### src/rtl/vpf_pkg.sv
package vpf_pkg;

  typedef enum logic [1:0] {
    ST_EAV   = 2'd0,
    ST_BLANK = 2'd1,
    ST_SAV   = 2'd2,
    ST_ACT   = 2'd3
  } vpf_state_t;

  // Status byte of a timing code with its protection bits
  function automatic logic [7:0] vpf_status(input logic f, input logic v, input logic h);
    return {1'b1, f, v, h, v ^ h, f ^ h, f ^ v, f ^ v ^ h};
  endfunction

  // Line types 1..13 carry raw composite in the luma slots
  function automatic logic vpf_is_raw(input logic [3:0] t);
    return (t != 4'd0) && (t < 4'd14);
  endfunction

endpackage

### src/rtl/vpf_line_timer.sv
module vpf_line_timer
  import vpf_pkg::*;
#(
  parameter int CW        = 12,
  parameter int ACT_BYTES = 1440
) (
  input  logic          clk,
  input  logic          rst_n,
  input  logic          pix_en,
  input  logic [CW-1:0] line_total,
  output vpf_state_t    st,
  output logic [CW-1:0] cnt
);

  localparam int          OVERHEAD = ACT_BYTES + 8;
  localparam logic [CW-1:0] ACT_LAST = CW'(ACT_BYTES - 1);
  localparam logic [CW-1:0] CODE_LAST = CW'(3);

  vpf_state_t    st_q, st_nx;
  logic [CW-1:0] cnt_q, cnt_nx;
  logic [CW-1:0] blank_last;

  assign blank_last = line_total - CW'(OVERHEAD) - CW'(1);

  always_comb begin
    st_nx  = st_q;
    cnt_nx = cnt_q + CW'(1);
    unique case (st_q)
      ST_EAV: begin
        if (cnt_q == CODE_LAST) begin
          st_nx  = ST_BLANK;
          cnt_nx = '0;
        end
      end
      ST_BLANK: begin
        if (cnt_q == blank_last) begin
          st_nx  = ST_SAV;
          cnt_nx = '0;
        end
      end
      ST_SAV: begin
        if (cnt_q == CODE_LAST) begin
          st_nx  = ST_ACT;
          cnt_nx = '0;
        end
      end
      default: begin
        if (cnt_q == ACT_LAST) begin
          st_nx  = ST_EAV;
          cnt_nx = '0;
        end
      end
    endcase
  end

  always_ff @(posedge clk or negedge rst_n) begin
    if (!rst_n) begin
      st_q  <= ST_EAV;
      cnt_q <= '0;
    end else if (pix_en) begin
      st_q  <= st_nx;
      cnt_q <= cnt_nx;
    end
  end

  assign st  = st_q;
  assign cnt = cnt_q;

endmodule

### src/rtl/vpf_code_gen.sv
module vpf_code_gen
  import vpf_pkg::*;
(
  input  vpf_state_t  st,
  input  logic [1:0]  sub,
  input  logic        f,
  input  logic        v,
  output logic [7:0]  code
);

  always_comb begin
    code = 8'h00;
    unique case (st)
      ST_EAV, ST_SAV: begin
        unique case (sub)
          2'd0:    code = 8'hFF;
          2'd3:    code = vpf_status(f, v, st == ST_EAV);
          default: code = 8'h00;
        endcase
      end
      ST_BLANK: code = sub[0] ? 8'h10 : 8'h80;
      default:  code = 8'h00;
    endcase
  end

endmodule

### src/rtl/vpf_sample_mux.sv
module vpf_sample_mux #(
  parameter int DW = 10
) (
  input  logic [1:0]    phase,
  input  logic          raw,
  input  logic [DW-1:0] cb,
  input  logic [DW-1:0] cr,
  input  logic [DW-1:0] y,
  input  logic [DW-1:0] cvbs,
  output logic [DW-1:0] samp
);

  localparam logic [DW-1:0] LO = DW'(1 << (DW - 8));
  localparam logic [DW-1:0] HI = DW'((1 << DW) - 1 - (1 << (DW - 8)));

  logic [DW-1:0] pick;

  always_comb begin
    unique case (phase)
      2'd0:    pick = cb;
      2'd2:    pick = cr;
      default: pick = raw ? cvbs : y;
    endcase
  end

  always_comb begin
    if (pick < LO)      samp = LO;
    else if (pick > HI) samp = HI;
    else                samp = pick;
  end

endmodule

### src/rtl/vpf_out_fmt.sv
module vpf_out_fmt
  import vpf_pkg::*;
#(
  parameter int ACT_PIX = 720,
  parameter int DW      = 10,
  parameter int AW      = 9,
  parameter int CW      = 12
) (
  input  logic          clk,
  input  logic          rst_n,
  input  logic          pix_en,
  input  logic [CW-1:0] line_total,
  input  logic [3:0]    mode,
  input  logic [3:0]    line_type,
  input  logic          field_in,
  input  logic          vblank_in,
  input  logic [DW-1:0] cb_in,
  input  logic [DW-1:0] cr_in,
  input  logic [DW-1:0] y_in,
  input  logic [DW-1:0] cvbs_in,
  input  logic [AW-1:0] adc_a,
  input  logic [AW-1:0] adc_b,
  output logic [7:0]    xd,
  output logic          xd_b1,
  output logic          xd_b0
);

  localparam int ACT_BYTES = 2 * ACT_PIX;

  vpf_state_t    st;
  logic [CW-1:0] cnt;
  logic          line_start;
  logic          f_q, v_q, raw_q;
  logic          byp, supp, ten;
  logic [7:0]    code;
  logic [DW-1:0] samp;
  logic [AW-1:0] adc_sel;
  logic [7:0]    d_nx;
  logic          b1_nx, b0_nx;
  logic [7:0]    d_q;
  logic          b1_q, b0_q;

  // Mode decode
  assign byp  = (mode[3:1] == 3'b111);
  assign supp = !byp && (mode[2:0] == 3'b010);
  assign ten  = !byp && mode[2];

  vpf_line_timer #(.CW(CW), .ACT_BYTES(ACT_BYTES)) u_timer (
    .clk        (clk),
    .rst_n      (rst_n),
    .pix_en     (pix_en),
    .line_total (line_total),
    .st         (st),
    .cnt        (cnt)
  );

  assign line_start = pix_en && (st == ST_EAV) && (cnt == '0);

  // Per-line capture of flags and type
  always_ff @(posedge clk or negedge rst_n) begin
    if (!rst_n) begin
      f_q   <= 1'b0;
      v_q   <= 1'b0;
      raw_q <= 1'b0;
    end else if (line_start) begin
      f_q   <= field_in;
      v_q   <= vblank_in | (mode[0] & vpf_is_raw(line_type));
      raw_q <= vpf_is_raw(line_type);
    end
  end

  vpf_code_gen u_code (
    .st   (st),
    .sub  (cnt[1:0]),
    .f    (f_q),
    .v    (v_q),
    .code (code)
  );

  vpf_sample_mux #(.DW(DW)) u_mux (
    .phase (cnt[1:0]),
    .raw   (raw_q),
    .cb    (cb_in),
    .cr    (cr_in),
    .y     (y_in),
    .cvbs  (cvbs_in),
    .samp  (samp)
  );

  assign adc_sel = mode[0] ? adc_b : adc_a;

  always_comb begin
    d_nx  = code;
    b1_nx = 1'b0;
    b0_nx = 1'b0;
    if (byp) begin
      d_nx  = adc_sel[AW-1 -: 8];
      b1_nx = adc_sel[0];
    end else if (st == ST_ACT) begin
      d_nx  = samp[DW-1 -: 8];
      b1_nx = ten & samp[1];
      b0_nx = ten & samp[0];
    end else if (supp) begin
      d_nx  = 8'h00;
    end
  end

  always_ff @(posedge clk or negedge rst_n) begin
    if (!rst_n) begin
      d_q  <= 8'h00;
      b1_q <= 1'b0;
      b0_q <= 1'b0;
    end else if (pix_en) begin
      d_q  <= d_nx;
      b1_q <= b1_nx;
      b0_q <= b0_nx;
    end
  end

  assign xd    = d_q;
  assign xd_b1 = b1_q;
  assign xd_b0 = b0_q;

endmodule

### config.mk
export PLATFORM = sky130hd
export DESIGN_NAME = vpf_out_fmt
export DESIGN_NICKNAME = d
export VERILOG_FILES = /design/src/rtl/vpf_pkg.sv /design/src/rtl/vpf_line_timer.sv /design/src/rtl/vpf_code_gen.sv /design/src/rtl/vpf_sample_mux.sv /design/src/rtl/vpf_out_fmt.sv
export SDC_FILE = /design/constraint.sdc
export NUM_CORES = 1
export LEC_CHECK = 0
export BUFFER_PORTS_ARGS = -buffer_cell sky130_fd_sc_hd__buf_2
export CORE_AREA = 2 2 82 84
export DETAILED_ROUTE_END_ITERATION = 12
export DIE_AREA = 0 0 84 86
export PLACE_DENSITY = 0.7
export SETUP_SLACK_MARGIN = 0.15
export SLEW_MARGIN = 10
export SYNTH_ARGS = -nofsm -noshare
export SYNTH_HDL_FRONTEND = slang
export SYNTH_SLANG_ARGS = --single-unit
### constraint.sdc
create_clock -name clk -period 2.6 [get_ports clk]
set_input_delay 0.52 -clock clk [delete_from_list [all_inputs] [get_ports clk]]
set_output_delay 0.52 -clock clk [all_outputs]
set_load 0.02 [all_outputs]
# ---- After elaboration in Yosys (flattened, before gate mapping)
# Index checks and enable logic that the tools add are counted.
dict set report totals {
  ff_bits 27
  output_inout_bits 10
}
dict set report classes {
  n_addsub 3
  muxes 24
  magnitude_cmp 3
  bitwise_logic 8
  n_reduce_logical 13
  eq_ne 13
}
# cell count
set op_table {}
lappend op_table {{$mux W12} 3}
lappend op_table {{$mux W8} 4}
lappend op_table {{$pmux W8 S2} 2}
lappend op_table {{$mux W10} 3}
lappend op_table {{$pmux W12 S2} 1}
lappend op_table {{$pmux W10 S2} 1}
lappend op_table {{$add A12 B1 Y12 const B} 1}
lappend op_table {{$eq A12 B11 Y1 const B} 1}
lappend op_table {{$eq A12 B12 Y1} 1}
lappend op_table {{$eq A12 B2 Y1 const B} 1}
lappend op_table {{$logic_not A12 Y1} 1}
lappend op_table {{$sub A12 B1 Y12 const B} 1}
lappend op_table {{$sub A12 B11 Y12 const B} 1}
lappend op_table {{$gt A10 B10 Y1 const B} 1}
lappend op_table {{$lt A10 B3 Y1 const B} 1}
lappend op_table {{$mux W9} 1}
lappend op_table {{$eq A2 B2 Y1 const B} 4}
lappend op_table {{$mux W2} 4}
lappend op_table {{$reduce_bool A4 Y1} 2}
lappend op_table {{$pmux W2 S3} 1}
lappend op_table {{$logic_and A1 B1 Y1} 5}
lappend op_table {{$reduce_and A5 Y1} 1}
lappend op_table {{$logic_not A2 Y1} 2}
lappend op_table {{$lt A4 B4 Y1 const B} 1}
lappend op_table {{other kinds (11)} 20}

# ---- Longest topological paths before layout
# Gate-level depths: netlist of run 1.
dict set report logic_depth {
  depth_word 8
  depth_mapped 11
  mapped_depth_nobuf 10
}

# ---- By module
# Synthesis of run 1 repeated with hierarchy kept, for this count alone.
dict set report hier_totals {
  cells_unflattened 381
  hier_area_um2 3037.9
}
# mod n_inst area_each_um2 cells_per_inst
set modules_own_cells {}
lappend modules_own_cells {vpf_line_timer 1 1463.9 187}
lappend modules_own_cells {vpf_out_fmt 1 887.1 94}
lappend modules_own_cells {vpf_sample_mux 1 494.2 70}
lappend modules_own_cells {vpf_code_gen 1 192.7 30}

# ---- Worst setup path before layout of run 1
# Ideal clock, no wire load.
dict set report synth_timing {
  path_type {input to register}
  startpoint {input line_total[0]}
  endpoint {register u_timer.st_q[1], in the netlist u_timer.st[1]}
  setup_time_ps 128
  stages 10
  path_buffers 0
  slack_ps -106
  t_required_ps 2472
  t_arrival_ps 2579
  path_cell_list {inv_1 ha_1 nand2b_4 a22o_1 or3b_1 a22o_1 o41ai_2 nand2b_1 nor2_2 mux2_1}
}
dict set report synth_via {
  elab_chain_len 5
}
# item line_no
set synth_rtl {}
lappend synth_rtl {{start: declaration} vpf_out_fmt.sv:12} ;# input logic [CW-1:0] line_total,
lappend synth_rtl {{$sub A12 B11 Y12} vpf_line_timer.sv:23} ;# assign blank_last = line_total - CW'(OVERHEAD) - CW'(1);
lappend synth_rtl {{$sub A12 B1 Y12} vpf_line_timer.sv:23}
lappend synth_rtl {{$eq A12 B12 Y1} vpf_line_timer.sv:36} ;# if (cnt_q == blank_last) begin
lappend synth_rtl {{$ne A2 B2 Y1 (no line)} n/a}
lappend synth_rtl {{$reduce_and A5 Y1 (no line)} n/a}
lappend synth_rtl {{end signal: assignment} vpf_line_timer.sv:61} ;# st_q <= st_nx;
lappend synth_rtl {{end: declaration} vpf_line_timer.sv:19} ;# vpf_state_t st_q, st_nx;
# Every way passes these cells.
# A chain may end at the register's enable or synchronous reset.

# ---- Worst setup path in the final report of run 1
dict set report layout_timing {
  startpoint {input line_total[0]}
  endpoint {register u_timer.cnt_q[0], in the netlist u_timer.cnt[0]}
}
dict set report layout_via {
  elab_chain_len 5
}
# item line_no
set layout_rtl {}
lappend layout_rtl {{$sub A12 B11 Y12} vpf_line_timer.sv:23}
lappend layout_rtl {{$sub A12 B1 Y12} vpf_line_timer.sv:23}
lappend layout_rtl {{$eq A12 B12 Y1} vpf_line_timer.sv:36}
lappend layout_rtl {{$mux W12} vpf_line_timer.sv:36}
lappend layout_rtl {{$pmux W12 S2} vpf_line_timer.sv:28} ;# unique case (st_q)
lappend layout_rtl {{end signal: assignment} vpf_line_timer.sv:62} ;# cnt_q <= cnt_nx;
lappend layout_rtl {{end: declaration} vpf_line_timer.sv:20} ;# logic [CW-1:0] cnt_q, cnt_nx;
# Every way passes these cells.

==> impl_metrics.yaml, run 1 <==
die:
  initial_core_util: 0.393
  fp.dieH_um: 86
  core_um2: 6280
  rows: 29
  die_area_um2: 7220
  io_pins: 93
  die_w_um: 84
synthesis:
  async_reset_ff_frac: 1.00
  synth_area_leaders: "dfrtp_1 (27%), mux2i_1 (8.1%), mux2_2 (4.6%)"
  yosysTopAreaCellShare: 0.274
  synth_edf_count: 0
  yosys_warnings: 0
  synth.most_common_cell: "dfrtp_1"
  synthCells: 297
  synth_nets: 388
  synth_area_per_cell_um2: 8.30
  synth_commonest_cells: "dfrtp_1 (27), inv_1 (22), a21oi_1 (21)"
  yosysUniqueCellTypes: 52
  yosysTopAreaCell: "dfrtp_1"
  ys_dominant_reg_cell: "dfrtp_1"
  yosys_register_bits: 27
  netlist_area_um2: 2460
  synth-seq-area-share: 0.274
job:
  drv_cap: 0
clock_network:
  hold_buffers: 0
  root_buffer: "clkbuf_8"
  clk_transition_reported_paths_ns: 0.10
  clk-insertion-delay-late_ns: 0.28
  htreeDepth: 1
  clock-sinks: 27
  cts_tree: "built"
  clockBufferDepth: 2
  cts_buffers: 3
power_and_ir_drop:
  finalPower_uw: 2870
  vdd_drop_max_mv: 0.444
  pwr_density_cell_nw_per_um2: 833
  cellLeakagePower_uw: 0.00159
global_route:
  grt_pass1_wl_um: 11500
  antenna_found_initial: 0
  grt_overflow: 0
  grt_max_degree: 33
  grt_pass1_vias: 2573
  grt_usage: 0.192
run_status:
  status: "finished clean"
placement:
  port_buffers: 92
  dp_hpwl_um: 5410
  post-place-ws_ns: -0.314
  place_area_um2: 3180
  gp_congestion: 0.882
timing:
  finalCriticalPeriod_ns: 2.47
  worstMarginPinSlew_ns: 0.612
  hold_violations: 0
  worst_slew_margin_rel: 0.592
  setup_violations: 0
  rsz0062_at_grt: "true"
  drv_slew: 0
  max_freq_ghz: 0.405
  clock-skew-final_ns: 0.00379
  min_period_over_period: 0.949
  timing.final.ws_setup_ns: 0.132
setup_path:
  cp.required_ns: 2.75
  slowest_stage: "o41ai_4"
  crit_path_frequent_cell: "a22o_1"
  crit_family: "compound AO/OA/AOI/OAI gates"
  worstSetupPathType: "input port to flip-flop"
  cp.arrival_ns: 2.62
  slowest_delay_ns: 0.36
  cp_num_buf_inv: 3
  start_kind: "input port"
  critPathCaptureType: "flip-flop"
  crit_fanout: 5
  path_cells: "buf_8, inv_4, ha_4, nand2b_4, a22o_1, or3b_1, a22o_1, o41ai_4, buf_4, a22oi_2, nand2_2, mux2i_1"
route:
  routed_wl_um: 7060
  drcViolationCount: 0
  drtIter0Drc: 159
  antenna_left: 0
  vias: 2655
  drtPass1Iterations: 4
  wl_per_cell_um: 14.6
  via_per_inst: 5.50
cells_and_area:
  area_delta_synth_final_pct: 39.6
  antenna_cells: 0
  nNetsFinal: 498
  drive_gt1_frac: 0.419
  final_area_um2: 3440
  fin_util: 0.548
worst_hold_path:
  hold_class: "input port to asynchronous set/reset pin"
-- cell families (layout without fill, tap and decap cells) --
logic type / after synthesis / after routing / synth area share
buffers and inverters: 39 / 146 / 0.0604
multiplexers: 31 / 31 / 0.131
AND/OR/NAND/NOR: 77 / 78 / 0.167
AO/OA/AOI/OAI: 94 / 95 / 0.252
flip-flops: 27 / 27 / 0.274
XOR/XNOR: 21 / 21 / 0.0746
adder cells (fa/ha/maj): 8 / 8 / 0.0406
-- through the flow --
stage	instances	hold slack [ns]	setup TNS [ns]
after floorplan	297	0.224	0
after global placement	470	0.495	-2.06
after detailed placement	470	0.490	-3.45
after CTS	481	0.268	0
after global routing	483	0.282	0
final	483	0.232	0
-- worst register-to-register path, delay by kind of cell, from the launching register on --
kind / cells / cell delay, ns
AOI/OAI and AO/OA: 3 / 0.70
xor gates and xnor gates: 1 / 0.27
buffers and inverters: 1 / 0.18
DFF: 1 / 0.43
muxes: 1 / 0.10
and+or+nand+nor: 2 / 0.57
-- final cells by class --
class	instances	area, um2
clock buffer	3	41.3
clock inverter	1	5.00
fill	597	2840
inverter	22	87.6
multi-input combinational	233	1830
sequential	27	676
tap	77	96.3
timing repair buffer	120	709
-- registers in the layout, summed over array words and instances, names as in the netlist --
register and flops:
xd_b0 1, xd 8, raw_q 1, u_timer.cnt 12, v_q 1, u_timer.st 2
f_q 1, xd_b1 1
-- placed cells by master (no fill, tap or decap), drive strengths merged, types with 3 or more instances in the layout --
cell type,n
mux2i,20
a211oi,8
and3,6
nor4,6
nor3,4
o22ai,11
xor2,9
a22o,4
clkbuf,3
xnor2,12
o21ai,19
mux2,11
nand4,7
o211ai,3
a21oi,21
inv,22
ha,8
nand2,13
dfrtp,27
a21boi,5
nor2,21
a22oi,13
buf,120
nand3,7
-- report_power, final --
part	internal, uW	switching, uW	total [uW]	leakage (uW)
Clock	108	149	257	0.0000255
Combinational	834	1060	1890	0.00122
Sequential	556	160	716	0.000350
-- routing by layer --
layer / global-route usage / part of all wire / up-vias
met2: 0.359 / 0.50 / 99
met3: 0.0192 / 0.052 / 10
met4: 0.0484 / 0.015 / 0
met5: 0 / 0 / -
met1: 0.236 / 0.43 / 1222
li1: - / - / 1324
-- repair_timing --
item,CTS,global route
pin swaps,10,7
resized for setup,22,16
endpoints found under the setup margin,14,16
buffers inserted,5,2
gates cloned,2,0
-- worst paths after layout --
| path | startpoint | to | slack (ns) | cells past startpoint |
|---|---|---|---|---|
| hold / removal | rst_n | xd[2]$_DFFE_PN0P_ | 0.23 | 1 |
| min in group clk | field_in | f_q$_DFFE_PN0P_ | 0.46 | 2 |
| setup reg to reg | u_timer.cnt[8]$_DFFE_PN0P_ | u_timer.cnt[0]$_DFFE_PN0P_ | 0.21 | 8 |
| max in group asynchronous | rst_n | u_timer.cnt[4]$_DFFE_PN0P_ | 1.96 | 1 |
| hold reg to reg | xd[7]$_DFFE_PN0P_ | xd[7]$_DFFE_PN0P_ | 0.52 | 1 |
| setup / recovery | line_total[0] | u_timer.cnt[0]$_DFFE_PN0P_ | 0.13 | 12 |
Power figures use the tool's default switching activity.
==> run 2, diff against run 1 <==
Settings changed: CORE_AREA 2 2 82 84 to 2 2 83 85, CTS_BUF_LIST set to sky130_fd_sc_hd__clkbuf_8, DIE_AREA 0 0 84 86 to 0 0 85 87, PLACE_DENSITY 0.7 to 0.69.
==> impl_metrics.yaml, run 2 (same netlist as run 1, synthesis figures left out) <==
run_status:
  status: "finished clean"
timing:
  whs_ns: 0.234
  clock-skew-final_ns: 0.00352
  worstMarginPinSlew_ns: 0.608
  finalCriticalPeriod_ns: 2.49
  min_period_over_period: 0.959
  timing.final.ws_setup_ns: 0.106
  worst_slew_margin_rel: 0.595
  rsz0062_at_grt: "true"
  hold_violations: 0
  setup-tns-final_ns: 0
  drv_slew: 0
  setup_violations: 0
  max_freq_ghz: 0.401
global_route:
  grt_pass1_vias: 2737
  grt_overflow: 0
  grt_max_degree: 33
  grt_pass1_wl_um: 12400
  antenna_found_initial: 0
  grt_usage: 0.203
setup_path:
  cp.required_ns: 2.78
  worstSetupPathType: "input port to flip-flop"
  slowest_stage: "or4_4"
  critPathCaptureType: "flip-flop"
  crit_family: "compound AO/OA/AOI/OAI gates"
  start_kind: "input port"
  cp.arrival_ns: 2.67
  path_cells: "buf_6, o311ai_4, a21oi_2, xnor2_1, or4_4, o41ai_4, nand2b_1, nor2_2, mux2_4"
  cp_num_buf_inv: 1
  crit_fanout: 3
  slowest_delay_ns: 0.51
die:
  rows: 30
  io_pins: 93
  die_area_um2: 7400
  die_w_um: 85
  core_um2: 6570
  initial_core_util: 0.375
  fp.dieH_um: 87
clock_network:
  clk_transition_reported_paths_ns: 0.10
  clk-insertion-delay-late_ns: 0.28
  clock-sinks: 27
  clockBufferDepth: 2
  hold_buffers: 0
  root_buffer: "clkbuf_8"
  cts_buffers: 3
  htreeDepth: 1
  cts_tree: "built"
cells_and_area:
  nNetsFinal: 498
  drive_gt1_frac: 0.409
  final_common_cell: "buf_2"
  layout_common_cells: "buf_2 (89), dfrtp_1 (27), buf_4 (26), inv_1 (20), mux2i_1 (20)"
  final.fill_count: 624
  largest_register_ffs: 12
  area_delta_synth_final_pct: 39.3
  antenna_cells: 0
  fin_cells: 486
power_and_ir_drop:
  finalPower_uw: 2880
  vdd_drop_max_mv: 0.434
  pwr_density_cell_nw_per_um2: 838
  cellLeakagePower_uw: 0.00159
route:
  drtPass1Iterations: 4
  wl_per_cell_um: 15.1
  drcViolationCount: 0
  vias: 2705
  routed_wl_um: 7340
  drtIter0Drc: 169
  via_per_inst: 5.57
  antenna_left: 0
placement:
  gp_congestion: 0.997
  port_buffers: 92
  dp_cells: 475
  dp_hpwl_um: 5640
  post-place-ws_ns: -0.301
job:
  drv_cap: 0
worst_hold_path:
  hold_class: "input port to asynchronous set/reset pin"
run 2: cell count changes in the layout (fill, tap and decap cells not counted), sizes merged:
cell	change
clkinvlp	+1
inv	-1
run 2: power by group:
| group | switching (uW) | internal [uW] | total (uW) |
|---|---|---|---|
| registers | 159 | 556 | 715 |
| logic | 1060 | 844 | 1910 |
| clock network | 146 | 109 | 255 |
| total | 1370 | 1510 | 2880 |
run 2: layout make-up:
class	instances	area (um2)	area share
Timing Repair Buffer	120	714	0.208
Tap cell	80	100	0.0291
Inverter	22	97.6	0.0284
Clock inverter	1	7.51	0.00219
Multi-Input combinational cell	233	1800	0.523
Sequential cell	27	676	0.197
Clock buffer	3	41.3	0.0120
run 2: final timing paths:
path	to	from	depth (start not counted)	slack [ns]
worst max-delay path	u_timer.st[1]$_DFFE_PN0P_	line_total[2]	9	0.11
worst min-delay path	xd[3]$_DFFE_PN0P_	rst_n	1	0.23
min in group clk	f_q$_DFFE_PN0P_	field_in	2	0.46
worst max register to register	u_timer.st[1]$_DFFE_PN0P_	u_timer.cnt[1]$_DFFE_PN0P_	9	0.22
max in group asynchronous	u_timer.cnt[1]$_DFFE_PN0P_	rst_n	1	1.97
worst min register to register	xd[3]$_DFFE_PN0P_	xd[3]$_DFFE_PN0P_	1	0.52
run 2: metal layers:
metal	routed length [um]	global-route usage	vias to the layer above
li1	-	-	1327
met4	148	0.0563	0
met5	0	0	-
met2	3710	0.379	109
met1	3050	0.245	1252
met3	434	0.0246	17
run 2: repair_timing:
item | in CTS | in global routing
setup buffers | 4 | 1
cloned | 2 | 0
resized for setup | 18 | 20
pin swaps | 12 | 13
endpoints found under the setup margin | 14 | 16
run 2: stage by stage:
| step | utilization | instance area (um2) |
|---|---|---|
| after global placement | 0.488 | 3200 |
| after CTS | 0.508 | 3330 |
| after detailed placement | 0.488 | 3200 |
| after global routing | 0.523 | 3430 |
| after floorplan | - | 2540 |
| final | 0.523 | 3430 |
run 2: worst reg2reg max path: stages (launching register included):
cell      delay [ns]
dfrtp_1         0.41
buf_4           0.16
xnor2_1         0.11
nor2_1          0.08
o221ai_1        0.11
or4_4           0.45
o41ai_4         0.37
nand2b_1        0.14
nor2_2          0.14
mux2_4          0.30
